<file path="config.mk">
export PLATFORM = sky130hd
export DESIGN_NAME = port_supervisor
export DESIGN_NICKNAME = d
export VERILOG_FILES = /design/src/rtl/port_sup_pkg.sv /design/src/rtl/port_sup_datapath.sv /design/src/rtl/port_sup_control.sv /design/src/rtl/port_supervisor.sv
export SDC_FILE = /design/constraint.sdc
export NUM_CORES = 1
export LEC_CHECK = 0
export BUFFER_PORTS_ARGS = -buffer_cell sky130_fd_sc_hd__buf_2
export CAP_MARGIN = 15
export CORE_MARGIN = 2
export CORE_UTILIZATION = 43
export DETAILED_ROUTE_END_ITERATION = 8
export SLEW_MARGIN = 10
export SYNTH_ARGS = -nofsm -noshare
export SYNTH_HDL_FRONTEND = slang
export SYNTH_SLANG_ARGS = --single-unit
</file>
<file path="constraint.sdc">
create_clock -name clk -period 2.1 [get_ports clk]
set_input_delay 0.105 -clock clk [delete_from_list [all_inputs] [get_ports clk]]
set_output_delay 0.105 -clock clk [all_outputs]
set_load 0.03 [all_outputs]
</file>
<file path="src/rtl/port_sup_pkg.sv">
package port_sup_pkg;

  typedef enum logic [2:0] {
    PC_ABSENT  = 3'd0,
    PC_INIT    = 3'd1,
    PC_READY   = 3'd2,
    PC_NOSIG   = 3'd3,
    PC_RECOVER = 3'd4,
    PC_FAILED  = 3'd5
  } portCode_e;

  typedef enum logic [2:0] {
    ST_ABSENT,
    ST_INIT,
    ST_READY,
    ST_NOSIG,
    ST_PULSE,
    ST_WAIT,
    ST_FAILED
  } supState_e;

  typedef struct packed {
    logic loadInit;
    logic loadPulse;
    logic retryInc;
    logic retryClr;
  } dpStrobe_t;

endpackage

</file>
<file path="src/rtl/port_sup_datapath.sv">
module port_sup_datapath
  import port_sup_pkg::*;
#(
  parameter int DEBOUNCE_CYC = 250000,
  parameter int INIT_CYC     = 75000000,
  parameter int LOS_CYC      = 25000,
  parameter int RESET_CYC    = 2500,
  parameter int MAX_RETRY    = 3
) (
  input  logic      clk,
  input  logic      rstN,
  input  logic      presentN,
  input  logic      losIn,
  input  dpStrobe_t stb,
  output logic      presStable,
  output logic      losQual,
  output logic      tmrDone,
  output logic      retryMax
);

  localparam int TMR_MAX = (INIT_CYC > RESET_CYC) ? INIT_CYC : RESET_CYC;
  localparam int TMR_W   = $clog2(TMR_MAX + 1);
  localparam int DEB_W   = $clog2(DEBOUNCE_CYC + 1);
  localparam int LOS_W   = (LOS_CYC > 1) ? $clog2(LOS_CYC + 1) : 1;
  localparam int RTY_W   = $clog2(MAX_RETRY + 2);

  // presence debounce: flip only after DEBOUNCE_CYC cycles of disagreement
  logic             presRaw;
  logic [DEB_W-1:0] debCnt;

  assign presRaw = ~presentN;

  always_ff @(posedge clk) begin
    if (!rstN) begin
      presStable <= 1'b0;
      debCnt     <= '0;
    end else if (presRaw == presStable) begin
      debCnt <= '0;
    end else if (debCnt == DEB_W'(DEBOUNCE_CYC - 1)) begin
      presStable <= presRaw;
      debCnt     <= '0;
    end else begin
      debCnt <= debCnt + 1'b1;
    end
  end

  // loss-of-signal persistence filter
  generate
    if (LOS_CYC == 0) begin : g_losDirect
      always_ff @(posedge clk) begin
        if (!rstN) losQual <= 1'b1;
        else       losQual <= losIn;
      end
    end else begin : g_losFilter
      logic [LOS_W-1:0] losCnt;
      always_ff @(posedge clk) begin
        if (!rstN) begin
          losQual <= 1'b1;
          losCnt  <= '0;
        end else if (losIn == losQual) begin
          losCnt <= '0;
        end else if (losCnt == LOS_W'(LOS_CYC - 1)) begin
          losQual <= losIn;
          losCnt  <= '0;
        end else begin
          losCnt <= losCnt + 1'b1;
        end
      end
    end
  endgenerate

  // shared window timer
  logic [TMR_W-1:0] tmrCnt;

  always_ff @(posedge clk) begin
    if (!rstN)              tmrCnt <= '0;
    else if (stb.loadInit)  tmrCnt <= TMR_W'(INIT_CYC);
    else if (stb.loadPulse) tmrCnt <= TMR_W'(RESET_CYC);
    else if (tmrCnt != '0)  tmrCnt <= tmrCnt - 1'b1;
  end

  assign tmrDone = (tmrCnt == '0);

  // recovery attempt counter
  logic [RTY_W-1:0] retryCnt;

  always_ff @(posedge clk) begin
    if (!rstN)             retryCnt <= '0;
    else if (stb.retryClr) retryCnt <= '0;
    else if (stb.retryInc) retryCnt <= retryCnt + 1'b1;
  end

  assign retryMax = (retryCnt >= RTY_W'(MAX_RETRY));

  AST_RETRY_BOUND: assert property (@(posedge clk) disable iff (!rstN)
    retryCnt <= RTY_W'(MAX_RETRY));

  AST_DEB_HOLD: assert property (@(posedge clk) disable iff (!rstN)
    (presStable != $past(presStable)) |-> ($past(presRaw) == presStable));

  AST_LOS_HOLD: assert property (@(posedge clk) disable iff (!rstN)
    (losQual != $past(losQual)) |-> ($past(losIn) == losQual));

endmodule

</file>
<file path="src/rtl/port_sup_control.sv">
module port_sup_control
  import port_sup_pkg::*;
(
  input  logic      clk,
  input  logic      rstN,
  input  logic      presStable,
  input  logic      losQual,
  input  logic      tmrDone,
  input  logic      retryMax,
  input  logic      faultIn,
  input  logic      swClear,
  output dpStrobe_t stb,
  output logic      txDisable,
  output logic [2:0] statusCode,
  output logic      statusIrq
);

  supState_e st, nxt;

  function automatic portCode_e codeOf(supState_e s);
    case (s)
      ST_ABSENT:         return PC_ABSENT;
      ST_INIT:           return PC_INIT;
      ST_READY:          return PC_READY;
      ST_NOSIG:          return PC_NOSIG;
      ST_PULSE, ST_WAIT: return PC_RECOVER;
      default:           return PC_FAILED;
    endcase
  endfunction

  always_comb begin
    nxt = st;
    stb = '0;
    unique case (st)
      ST_ABSENT: begin
        if (presStable) begin
          nxt          = ST_INIT;
          stb.loadInit = 1'b1;
          stb.retryClr = 1'b1;
        end
      end
      ST_INIT, ST_WAIT: begin
        if (!presStable) begin
          nxt = ST_ABSENT;
        end else if (tmrDone) begin
          if (faultIn) begin
            if (retryMax) nxt = ST_FAILED;
            else begin
              nxt           = ST_PULSE;
              stb.loadPulse = 1'b1;
              stb.retryInc  = 1'b1;
            end
          end else begin
            nxt          = losQual ? ST_NOSIG : ST_READY;
            stb.retryClr = 1'b1;
          end
        end
      end
      ST_READY, ST_NOSIG: begin
        if (!presStable) begin
          nxt = ST_ABSENT;
        end else if (faultIn) begin
          if (retryMax) nxt = ST_FAILED;
          else begin
            nxt           = ST_PULSE;
            stb.loadPulse = 1'b1;
            stb.retryInc  = 1'b1;
          end
        end else begin
          nxt = losQual ? ST_NOSIG : ST_READY;
        end
      end
      ST_PULSE: begin
        if (!presStable) begin
          nxt = ST_ABSENT;
        end else if (tmrDone) begin
          nxt          = ST_WAIT;
          stb.loadInit = 1'b1;
        end
      end
      default: begin
        if (swClear) begin
          if (presStable) begin
            nxt          = ST_INIT;
            stb.loadInit = 1'b1;
            stb.retryClr = 1'b1;
          end else begin
            nxt = ST_ABSENT;
          end
        end
      end
    endcase
  end

  always_ff @(posedge clk) begin
    if (!rstN) begin
      st         <= ST_ABSENT;
      txDisable  <= 1'b1;
      statusCode <= PC_ABSENT;
      statusIrq  <= 1'b0;
    end else begin
      st         <= nxt;
      txDisable  <= (nxt == ST_ABSENT) || (nxt == ST_PULSE) || (nxt == ST_FAILED);
      statusCode <= codeOf(nxt);
      statusIrq  <= (codeOf(nxt) != codeOf(st));
    end
  end

  AST_FAIL_LATCH: assert property (@(posedge clk) disable iff (!rstN)
    (st == ST_FAILED && !swClear) |=> (st == ST_FAILED));

  AST_INIT_HOLD: assert property (@(posedge clk) disable iff (!rstN)
    (st == ST_INIT && !tmrDone && presStable) |=> (st == ST_INIT));

  AST_ABSENT_DIS: assert property (@(posedge clk) disable iff (!rstN)
    (statusCode == PC_ABSENT) |-> txDisable);

  AST_READY_EN: assert property (@(posedge clk) disable iff (!rstN)
    (statusCode == PC_READY) |-> !txDisable);

  AST_IRQ_ONLY_CHANGE: assert property (@(posedge clk) disable iff (!rstN)
    statusIrq |-> (statusCode != $past(statusCode)));

  AST_IRQ_ON_CHANGE: assert property (@(posedge clk) disable iff (!rstN)
    (statusCode != $past(statusCode)) |-> statusIrq);

endmodule

</file>
<file path="src/rtl/port_supervisor.sv">
module port_supervisor
  import port_sup_pkg::*;
#(
  parameter int DEBOUNCE_CYC = 250000,
  parameter int INIT_CYC     = 75000000,
  parameter int LOS_CYC      = 25000,
  parameter int RESET_CYC    = 2500,
  parameter int MAX_RETRY    = 3
) (
  input  logic       clk,
  input  logic       rstN,
  input  logic       presentN,
  input  logic       faultIn,
  input  logic       losIn,
  input  logic       swClear,
  output logic       txDisable,
  output logic [2:0] statusCode,
  output logic       statusIrq
);

  dpStrobe_t stb;
  logic presStable, losQual, tmrDone, retryMax;

  port_sup_datapath #(
    .DEBOUNCE_CYC(DEBOUNCE_CYC),
    .INIT_CYC    (INIT_CYC),
    .LOS_CYC     (LOS_CYC),
    .RESET_CYC   (RESET_CYC),
    .MAX_RETRY   (MAX_RETRY)
  ) dp_i (
    .clk       (clk),
    .rstN      (rstN),
    .presentN  (presentN),
    .losIn     (losIn),
    .stb       (stb),
    .presStable(presStable),
    .losQual   (losQual),
    .tmrDone   (tmrDone),
    .retryMax  (retryMax)
  );

  port_sup_control ctl_i (
    .clk       (clk),
    .rstN      (rstN),
    .presStable(presStable),
    .losQual   (losQual),
    .tmrDone   (tmrDone),
    .retryMax  (retryMax),
    .faultIn   (faultIn),
    .swClear   (swClear),
    .stb       (stb),
    .txDisable (txDisable),
    .statusCode(statusCode),
    .statusIrq (statusIrq)
  );

endmodule

</file>
==> metrics <==
drt drc=0; # port buffers=10; CTS tree=yes; drt total wl=7810 um; Layout fillers=750; VDD IR max=0.513 mV; share of cells above drive strength 1=0.235; startpoint types=flop; Hold WC Path Type=input pin to flop; unrepaired setup endpoints after global routing=yes; max frequency=447 MHz; I/O Pins=11; GRT Resource Usage Total=0.178; Final WS setup=-0.137 ns; routed len/inst=13.3 um; Max-slew headroom=0.611; Die Y=95.7 um; Main synth FF type=dfxtp_1; hpwl dp=5450 um; Non-Filler Instances=585; die width=95.7 um; Clock transition at path regs=0.08 ns; # diodes=0; flops & latches, synth=73; clk_lat worst skew=0.35 ns; top layer in use=met4; Syn-to-layout area delta=23.8%; Comb pwr share=0.463; clock share of power=0.218; Seq/Total Area, Yosys=0.404; setup_tns=-0.148 ns; CP required=2.34 ns; Cell Pwr Density=1270 mW/mm^2; Sw Pwr=0.00214 W; Met3 Wirelength=223 um; H-tree Lvls=3; row count=33; die area=0.00915 mm^2; arrival time worst endpoint=2.48 ns; Mapped Cells=418; failing checks=setup timing; synthesized area per cell=8.64 um^2; Worst Skew=0.0148 ns; Design Area, Final=0.00447 mm^2; most common cell after layout, fill and taps aside=dfxtp_1; clk sink count=73; outcome=complete, but fails checks; sequential power share=0.319; synth warn=0; critical setup path kind=flop to flop; Starting DRT DRC Count=87; fin. max-slew vios=0; largest fanout on the critical path=4; Core Area=0.00818 mm^2; root buf cell=clkbuf_8; Worst setup EP type=flop; Final ANT Viol Nets=0; first-pass GRT wire length=12900 um; largest net degree at the start of global routing=19; commonest cells after routing, fill and taps aside=71 x dfxtp_1, 67 x nor2_1, 43 x buf_4; number of synthesized flops with an enable pin=0; vias=3043; vias in the first global route=2805; first drt pass iteration count=4; DP Area=0.00403 mm^2; grt ovf=0; wire length on met2=3570 um; Net Count, Synth=430; ys async rst share=0; Starting Density=0.442; final setup fails=2; leak pwr=1.73 nW; routability cong.=0.842; Worst Hold Slack=0.0141 ns; final worst path period share=1.07; WL met1=3920 um; Netlist Area Pre-Place=0.00361 mm^2; Hold Vio Cnt, Final=0; Pwr Total=0.00568 W; Final Critical Period=2.24 ns; Max-Cap Viols=0; Inst Count DP=559; Sw Ratio=0.377; Clock Path Buffers=2; via-per-instance ratio=5.20; synth unique cells=50; Slew @ Worst Pin=0.581 ns; cts bufs inserted=9; P_int=0.00354 W; initial antenna violation count=0; Final #Nets=487
-- cells by family after synthesis --
logic type | share of synthesized area
muxes | 0.0111
buffers and inverters | 0.0267
AOI/OAI and AO/OA | 0.0904
DFF | 0.404
adders and majority gates | 0.0208
xor gates and xnor gates | 0.128
and+or+nand+nor | 0.318
-- final cells by class --
class	count	area (um^2)	area share
Timing Repair Buffer	57	425	0.0951
Sequential cell	73	1460	0.327
Inverter	10	37.5	0.00839
Clock inverter	7	98.8	0.0221
Multi-Input combinational cell	324	2190	0.490
Clock buffer	9	124	0.0277
Tap cell	105	131	0.0294
-- worst max-delay path, cell delays in order, from the launching register on --
cell and delay [ns]:
dfxtp_2 0.33, inv_2 0.07, ha_4 0.13, nor4b_4 0.26
and4_4 0.29, nand3_4 0.10, mux2i_4 0.23, or3_4 0.39
a2111oi_4 0.34
-- worst paths after layout --
| check | from | depth (start not counted) | endpoint | slack (ns) |
|---|---|---|---|---|
| min | rstN | 2 | dp_i.losQual | 0.01 |
| max reg2reg | dp_i.tmrCnt[0] | 8 | ctl_i.statusIrq | -0.14 |
| max | dp_i.tmrCnt[0] | 8 | ctl_i.statusIrq | -0.14 |
| min reg2reg | dp_i.g_losFilter.losCnt[0] | 1 | dp_i.g_losFilter.losCnt[0] | 0.45 |
-- timing repair --
item	CTS	global route
cloned	0	0
endpoints found under the hold margin	1	0
buffers inserted	3	6
gates resized for setup	9	25
pin swaps	5	13
hold buffers	1	0
endpoints found under the setup margin	5	35
-- registers in the layout, summed over array words and instances (netlist names) --
name                     flops
dp_i.retryCnt                3
dp_i.losQual                 1
dp_i.debCnt                 18
dp_i.tmrCnt                 27
ctl_i.statusCode             3
ctl_i.txDisable              1
ctl_i.statusIrq              1
ctl_i.st                     3
dp_i.g_losFilter.losCnt     15
dp_i.presStable              1
-- synth_stat cells (2+ instances only) --
cell type / instances / area share
nor2_1: 70 / 0.073
a21oi_1: 14 / 0.019
nor4_1: 14 / 0.024
dfxtp_1: 73 / 0.40
o21a_1: 3 / 0.0062
buf_2: 2 / 0.0028
or2_2: 5 / 0.0087
nor4_4: 2 / 0.012
nand2b_1: 9 / 0.016
mux2i_1: 4 / 0.011
nor4b_1: 5 / 0.012
clkbuf_1: 7 / 0.0073
nand4_1: 9 / 0.016
inv_1: 9 / 0.0093
or3_1: 9 / 0.016
a211oi_1: 3 / 0.0062
nor4_2: 2 / 0.0069
nand2_1: 27 / 0.028
o211ai_2: 2 / 0.0069
xnor2_1: 21 / 0.051
and3_1: 6 / 0.010
and2_1: 2 / 0.0035
xor2_1: 32 / 0.078
nand3_2: 4 / 0.011
nor3_1: 11 / 0.015
and4_1: 3 / 0.0073
o21ai_0: 11 / 0.015
ha_1: 6 / 0.021
nand3_1: 23 / 0.032
buf_6: 2 / 0.0062
nor2b_1: 3 / 0.0052
o211ai_1: 2 / 0.0042
a31oi_1: 6 / 0.010
-- per-stage QoR --
step	setup slack (ns)	util
after floorplan	0.0545	-
after global placement	-0.0696	0.493
after detailed placement	-0.130	0.493
after CTS	-0.0570	0.530
after global routing	-0.224	0.547
final	-0.137	0.547
-- power by group through the flow --
stage	combinational (W)	clock, W	sequential (W)
5_1_grt	0.00288	0.00132	0.00184
6_report	0.00263	0.00124	0.00181
3_5_place_dp	0.00226	0	0.00182
3_3_place_gp	0.00224	0	0.00181
4_1_cts	0.00235	0.00127	0.00179
2_1_floorplan	0.00153	0	0.00182
-- per-layer routing --
layer,vias to the layer above,global-route usage
met3,9,0.0316
met4,0,0.0655
met2,35,0.274
met1,1421,0.249
li1,1578,-
met5,-,0
Note: power is estimated with default switching activity, not from simulation.
